[src/rtl/bwdec_pkg.sv]
package bwdec_pkg;
    typedef enum logic [2:0] {
        S_IDLE,
        S_RD1,
        S_WR1,
        S_PROT,
        S_RD2,
        S_WR2,
        S_EXP,
        S_PFAIL
    } bw_state_e;
endpackage

[src/rtl/bwdec_part_reg.sv]
module bwdec_part_reg #(
    parameter int              PART_W    = 8,
    parameter logic [PART_W-1:0] PART_INIT = 8'h20
) (
    input  logic              clk,
    input  logic              rst_n,
    input  logic              load,
    input  logic [PART_W-1:0] value,
    output logic [PART_W-1:0] part_q
);
    // new field is seen only by requests sampled after this edge
    always_ff @(posedge clk) begin
        if (!rst_n)
            part_q <= PART_INIT;
        else if (load)
            part_q <= value;
    end
endmodule

[src/rtl/bwdec_region.sv]
module bwdec_region
    import bwdec_pkg::*;
#(
    parameter int ADDR_W = 16,
    parameter int BUS_AW = 15,
    parameter int PART_W = 8
) (
    input  logic              valid,
    input  logic              is_data,
    input  logic              wr,
    input  logic              bank2,
    input  logic [ADDR_W-1:0] addr,
    input  logic [PART_W-1:0] part,
    output bw_state_e         next_state
);
    logic              upper;
    logic [PART_W-1:0] line_idx;
    logic              in_code;

    assign upper    = addr[ADDR_W-1];
    assign line_idx = addr[BUS_AW-1 -: PART_W];
    assign in_code  = (line_idx < part);

    always_comb begin
        next_state = S_IDLE;
        if (!valid) begin
            next_state = S_IDLE;
        end else if (!upper) begin
            if (is_data && wr)
                next_state = in_code ? S_PROT : S_WR1;
            else
                next_state = S_RD1;
        end else if (is_data && bank2) begin
            next_state = wr ? S_WR2 : S_RD2;
        end else begin
            next_state = S_EXP;
        end
    end
endmodule

[src/rtl/bytewide_decoder.sv]
module bytewide_decoder
    import bwdec_pkg::*;
#(
    parameter int                ADDR_W    = 16,
    parameter int                BUS_AW    = 15,
    parameter int                PART_W    = 8,
    parameter int                INV_BITS  = 2,
    parameter logic [PART_W-1:0] PART_INIT = 8'h20
) (
    input  logic              clk,
    input  logic              rst_n,
    input  logic              pfail,
    input  logic              part_load,
    input  logic [PART_W-1:0] part_value,
    input  logic              req_valid,
    input  logic              req_is_data,
    input  logic              req_wr,
    input  logic              bank2_sel,
    input  logic [ADDR_W-1:0] req_addr,
    output logic [BUS_AW-1:0] mem_addr,
    output logic              ce1_n,
    output logic              ce2_n,
    output logic              we_n,
    output logic              exp_req
);
    localparam int PLAIN_BITS = BUS_AW - INV_BITS;

    bw_state_e         state_q, next_state;
    logic [PART_W-1:0] part_q;
    logic [BUS_AW-1:0] addr_q;
    logic              ce1_raw, ce2_raw, we_raw, exp_raw;

    bwdec_part_reg #(.PART_W(PART_W), .PART_INIT(PART_INIT)) u_part (
        .clk    (clk),
        .rst_n  (rst_n),
        .load   (part_load),
        .value  (part_value),
        .part_q (part_q)
    );

    bwdec_region #(.ADDR_W(ADDR_W), .BUS_AW(BUS_AW), .PART_W(PART_W)) u_region (
        .valid      (req_valid),
        .is_data    (req_is_data),
        .wr         (req_wr),
        .bank2      (bank2_sel),
        .addr       (req_addr),
        .part       (part_q),
        .next_state (next_state)
    );

    // State register (R2: one cycle of latency)
    always_ff @(posedge clk) begin
        if (!rst_n)
            state_q <= S_IDLE;
        else if (pfail)
            state_q <= S_PFAIL;
        else
            state_q <= next_state;
    end

    always_ff @(posedge clk) begin
        if (!rst_n)
            addr_q <= '0;
        else if (req_valid && !pfail)
            addr_q <= req_addr[BUS_AW-1:0];
    end

    // Output decode per state
    always_comb begin
        ce1_raw = 1'b1;
        ce2_raw = 1'b1;
        we_raw  = 1'b1;
        exp_raw = 1'b0;
        unique case (state_q)
            S_IDLE:  ;
            S_RD1:   ce1_raw = 1'b0;
            S_WR1:   begin ce1_raw = 1'b0; we_raw = 1'b0; end
            S_PROT:  ce1_raw = 1'b0;
            S_RD2:   ce2_raw = 1'b0;
            S_WR2:   begin ce2_raw = 1'b0; we_raw = 1'b0; end
            S_EXP:   exp_raw = 1'b1;
            S_PFAIL: ;
            default: ;
        endcase
    end

    // power fail quiets every strobe in the same cycle
    assign ce1_n   = ce1_raw | pfail;
    assign ce2_n   = ce2_raw | pfail;
    assign we_n    = we_raw  | pfail;
    assign exp_req = exp_raw & ~pfail;

    // upper address bits leave inverted
    for (genvar i = 0; i < BUS_AW; i++) begin : g_abit
        if (i >= PLAIN_BITS) begin : g_inv
            assign mem_addr[i] = ~addr_q[i];
        end else begin : g_plain
            assign mem_addr[i] = addr_q[i];
        end
    end

    // Assertions
    p_ce_exclusive_r8: assert property (@(posedge clk) disable iff (!rst_n)
        !(!ce1_n && !ce2_n));

    p_exp_no_ce_r9: assert property (@(posedge clk) disable iff (!rst_n)
        exp_req |-> (ce1_n && ce2_n && we_n));

    p_fetch_not_ce2_r9: assert property (@(posedge clk) disable iff (!rst_n)
        (req_valid && !req_is_data) |=> ce2_n);

    p_no_rom_write_r5: assert property (@(posedge clk) disable iff (!rst_n)
        (!we_n && !ce1_n) |-> (addr_q[BUS_AW-1 -: PART_W] >= $past(part_q)));

    p_pfail_state_r10: assert property (@(posedge clk) disable iff (!rst_n)
        pfail |=> (state_q == S_PFAIL));

    p_addr_inv_r4: assert property (@(posedge clk) disable iff (!rst_n)
        (req_valid && !pfail) |=>
            (mem_addr[BUS_AW-1 -: INV_BITS] == ~$past(req_addr[BUS_AW-1 -: INV_BITS])));
endmodule

[config.mk]
export PLATFORM = sky130hd
export DESIGN_NAME = bytewide_decoder
export DESIGN_NICKNAME = d
export VERILOG_FILES = /design/src/rtl/bwdec_pkg.sv /design/src/rtl/bwdec_part_reg.sv /design/src/rtl/bwdec_region.sv /design/src/rtl/bytewide_decoder.sv
export SDC_FILE = /design/constraint.sdc
export NUM_CORES = 1
export LEC_CHECK = 0
export ABC_AREA = 1
export BUFFER_PORTS_ARGS = -buffer_cell sky130_fd_sc_hd__buf_2
export CAP_MARGIN = 0
export CORE_UTILIZATION = 25
export DETAILED_ROUTE_END_ITERATION = 8
export PLACE_DENSITY = 0.59
export SYNTH_ARGS = -nofsm -noshare
export SYNTH_HDL_FRONTEND = slang
export SYNTH_SLANG_ARGS = --single-unit
[constraint.sdc]
create_clock -name clk -period 1.17 [get_ports clk]
set_input_delay 0.234 -clock clk [delete_from_list [all_inputs] [get_ports clk]]
set_output_delay 0.234 -clock clk [all_outputs]
set_load 0.02 [all_outputs]
Yosys cells after proc, flatten, opt, wreduce, memory -nomap -nowiden
Index checks and enable logic that the tools add are counted.
Operators by class
  add/sub/neg operators: 0
  multiply operators: 0
  div/mod/pow operators: 0
  $lt $le $gt $ge: 1
  equal/unequal tests: 6
  shift-type cells: 0
  multiplexer cells: 11
  bitwise operators: 7
  reductions and logical operators: 7
Operator list (number)
  two-way mux 3 bit: 5
  == test 3 bit, second input constant: 3
  less-than comparator 8 bit: 1
  == test 3 x 2 -> 1 bit, second input constant: 2
  two-way mux 1 bit: 6
  OR reduction 2 bit: 2
  == test 3 x 1 -> 1 bit, second input constant: 1
  logical AND 1 bit: 3
  NOT 1 bit: 3
  OR 1 bit: 3
  OR reduction 3 bit: 1
  bitwise AND 1 bit: 1
  logical NOT 1 bit: 1
Storage, ports and cells
  register bits after elaboration: 26
  latch bits: 0
  bits in writable memories: 0
  bits in read-only memories: 0
  input bits: 32
  memories: 0

Logic depth before layout (Yosys ltp)
  depth after elaboration: 6
  depth in mapped cells: 11
  mapped depth without buffers: 11

By module
From an unflattened synthesis, not the netlist that was laid out.
Unflattened totals
  cell total of the unflattened synthesis: 227
  area total of the unflattened synthesis: 1529.0 µm²
Modules (own cells, without submodules)
  bytewide_decoder: instances 1, cells an instance 135, area an instance 950.9 µm², seq. area each 360.3 µm²
  bwdec_part_reg: instances 1, cells an instance 50, area an instance 340.3 µm², seq. area each 160.2 µm²
  bwdec_region: instances 1, cells an instance 42, area an instance 237.7 µm², seq. area each 0.0 µm²

Worst setup path after synthesis
OpenSTA, ideal clock, no wires.
  path type: register to output
  start: register state_q[1]
  end: output port exp_req
  arrival time: 1.052 ns
  data required time: 0.936 ns
  path slack: -0.116 ns
  cell stages (with the launch flop): 3
  cell sequence: dfxtp_1 inv_1 nor4_1
On the way
  cells in the longest elaborated chain, start to end: 3
Ends and longest elaborated chain
  start, declared: line bytewide_decoder.sv:28  | bw_state_e state_q, next_state;
  start signal, assigned: line bytewide_decoder.sv:58  | state_q <= next_state;
  == test 3 bit: line bytewide_decoder.sv:74  | unique case (state_q)
  two-way mux 1 bit: line bytewide_decoder.sv:74
  bitwise AND 1 bit: line bytewide_decoder.sv:91  | assign exp_req = exp_raw & ~pfail;
  end, declared: line bytewide_decoder.sv:24  | output logic exp_req
No other way between the ends.

Worst setup path after layout
Same ends and word-level chain as after synthesis.

==> summary.txt <==
Timing
  – RSZ-0062 raised after global routing: yes
  – Minimum clock period: 1275 ps
  – Final setup violation count: 4
  – Worst clock skew: 2.407 ps
  – Max Freq: 0.7843 GHz
  – Max_slew headroom: 78.26%
  – Fin. Hold Viols: 0
  – Final period utilization: 109.0%
  – Pins Over Slew Limit: 0
  – Slew of the pin with the lowest slew margin: 325.8 ps
  – Worst setup margin: -105.1 ps

Cells and area
  – Area grow syn2layout: 35.77%
  – Share of cells above drive strength 1: 45.37%
  – Post-layout nets: 257
  – Final core area utilization: 36.18%
  – Final instance area: 0.001743 mm^2
  – # diodes: 0

Power and ir drop
  – Switching Share: 28.32%
  – Pleak: 0.8285 nW
  – Pwr dens: 1106 mW/mm^2
  – Net Sw Power: 0.5459 mW
  – Overall power: 1.928 mW
  – Clk pwr share: 25.7%
  – Int Pwr: 1.382 mW
  – Maximum vdd drop: 655.7 uV
  – Gate power share: 23.8%
  – Reg power frac: 50.5%

Worst hold path
  – Min-delay worst type: input pin to register
  – Hold path depth: 3
  – Hold EP: addr_q[4]
  – Min-Delay Startpoint: req_addr[4]

Logic synthesis
  – Synthesized area: 0.001284 mm^2
  – Cells after Synth: 167
  – Seq/Total Area, Yosys: 40.55%
  – Nets in the synthesized netlist: 206
  – Synthesized flop and latch total: 26
  – Ys Warns: 0
  – Mean Syn Cell Area: 7.687 um^2
  – Yosys cell types: 22

Worst setup path
  – CP Data Arrival Time: 1040 ps
  – CP startpoint kind: register
  – FF-to-FF End: state_q[0]
  – RR Startpoint: u_part.part_q[5]
  – Req. time, crit path: 940 ps
  – Register-to-Register Path Depth: 9
  – CP Class: register to output pin
  – Worst R2R Setup Slack: -70 ps
  – CP Capture Type: output pin
  – Worst Path Max Fanout: 4

Clock network
  – Hold_buf cts: 0
  – Sink Count: 26
  – Clk buf depth: 2
  – Clock Latency Late Sink: 260 ps
  – CTS tree: done
  – CTS clk-pin slew, worst paths: 90 ps
  – Total CTS buffers: 3
  – H-tree Lvls: 1
  – Root Buffer: clkbuf_8

Global route
  – Initial antenna violation count: 0
  – Vias in the first global route: 1027
  – GRT overflow: 0
  – Global-route wire length before repair: 4491 um
  – Gr usage total: 10.80%
  – Largest net degree at the start of global routing: 17

Floorplan
  – Rows: 25
  – Die X: 73.66 um
  – IO Count: 51
  – Die Span Y: 73.66 um
  – Core ar.: 0.004817 mm^2
  – Starting Density: 26.65%
  – Die area: 0.005426 mm^2

Placement
  – Placed cell area: 0.001583 mm^2
  – HPWL Detailed: 2223 um
  – Input/output buffers: 50
  – GPL Wtd Cong: 0.7685

Run status
  – Failing checks: negative setup slack
  – Status: finished with violations

Routing
  – Via/cell ratio: 4.102
  – Final antenna-violating net count: 0
  – Final wirelength: 2955 um
  – Initial DRC count: 35
  – DRC Markers: 0
  – Via count: 1161
  – Detailed-router iteration count before antenna repair: 4
  – Routed WL per cell: 10.44 um

Run
  – Max-Cap Viols: 0
==> routing by layer <==
layer  part of all wire (%)  up-vias  wire length, um  GRT usage [%]
met5                      0        -                0              0
met4                   0.44        0               13          1.923
met3                    4.0        2              118          2.881
met2                     49       27             1436          18.96
met1                     47      505             1386          13.31
li1                       -      627                -              -
==> critical path: stages (launching register included) <==
cell and delay, ps:
dfxtp_2 360, inv_4 50, nor4_4 190, buf_4 180
==> sequential cells by signal, summed over array words and instances, names as in the netlist <==
name / count
addr_q: 15
u_part.part_q: 8
state_q: 3
==> cell families after synthesis <==
group | after synthesis | synth area share [%]
DFF | 26 | 40.55
buffers and inverters | 38 | 16.86
and+or+nand+nor | 55 | 18.91
adders and majority gates | 7 | 6.822
AOI/OAI and AO/OA | 41 | 16.86
==> through the flow <==
stage | cells | hold slack (ps) | setup WS, ps | setup TNS, ps
global route | 283 | 187.9 | -210.7 | -633.3
finish | 283 | 188.7 | -105.1 | -275.3
CTS | 283 | 176.0 | -125.5 | -343.2
detailed placement | 279 | 452.2 | -157.3 | -157.3
global placement | 279 | 448.7 | -124.3 | -124.3
floorplan | 167 | 345.0 | -19.89 | -19.89
==> repair_timing <==
action | in CTS | in global routing
resized for setup | 13 | 14
pin swaps | 2 | 3
buffers inserted | 1 | 0
setup endpoints to repair | 5 | 5
==> area by class of cell <==
type                    instances  area [um^2]
flip-flops and latches         26        525.5
fillers                       544         3074
inverters                      20        80.08
multi-input cells             103        635.6
well taps                      67        83.83
clock buffers                   3        41.29
repair buffers                 64        376.6
==> synth_stat cells <==
library cell  number  area share [%]
inv_1             18             5.3
a21oi_1           13             5.1
buf_2              3             1.2
a21oi_2            2             1.4
dfxtp_1           26              41
nand2_1           19             5.6
buf_8              1             1.2
nor3_1             1            0.39
nor2_4             1            0.88
nor2_1            21             6.1
o21ai_0           13             5.1
inv_4              1            0.49
ha_1               7             6.8
inv_2              1            0.29
nor4_1             1            0.49
nand3_1            4             1.6
buf_6              1            0.88
o211ai_1           1            0.59
buf_4             13             7.6
nor2_2             8             3.9
o21ai_1           11             4.3
a31oi_1            1            0.49
==> how the worst max path moves through the flow <==
stage	start	endpoint	slack [ps]	cells past startpoint
2_1_floorplan	u_part.part_q[5]	state_q[0]	-20	9
3_3_place_gp	req_addr[12]	state_q[0]	-120	9
3_5_place_dp	req_addr[12]	state_q[0]	-160	9
4_1_cts	state_q[0]	exp_req	-130	2
5_1_grt	u_part.part_q[5]	state_q[0]	-210	9
6_report	state_q[1]	exp_req	-110	3
==> cells in the final DEF (no fill, tap or decap), types with 4 or more instances in the layout <==
cell type,count
a21oi_1,11
a21oi_2,4
buf_2,46
buf_4,15
dfxtp_1,22
dfxtp_2,4
ha_4,4
inv_1,15
nand2_1,18
nor2_1,21
nor2_2,8
o21ai_0,12
o21ai_1,11
==> power by group through the flow <==
stage / clock [mW] / combinational (mW) / sequential (mW)
after floorplan: 0 / 0.278 / 0.985
after global placement: 0 / 0.403 / 0.988
after detailed placement: 0 / 0.407 / 0.990
after CTS: 0.538 / 0.431 / 0.971
after global routing: 0.561 / 0.514 / 0.980
final: 0.496 / 0.458 / 0.974
Note: power is estimated with default switching activity, not from simulation.
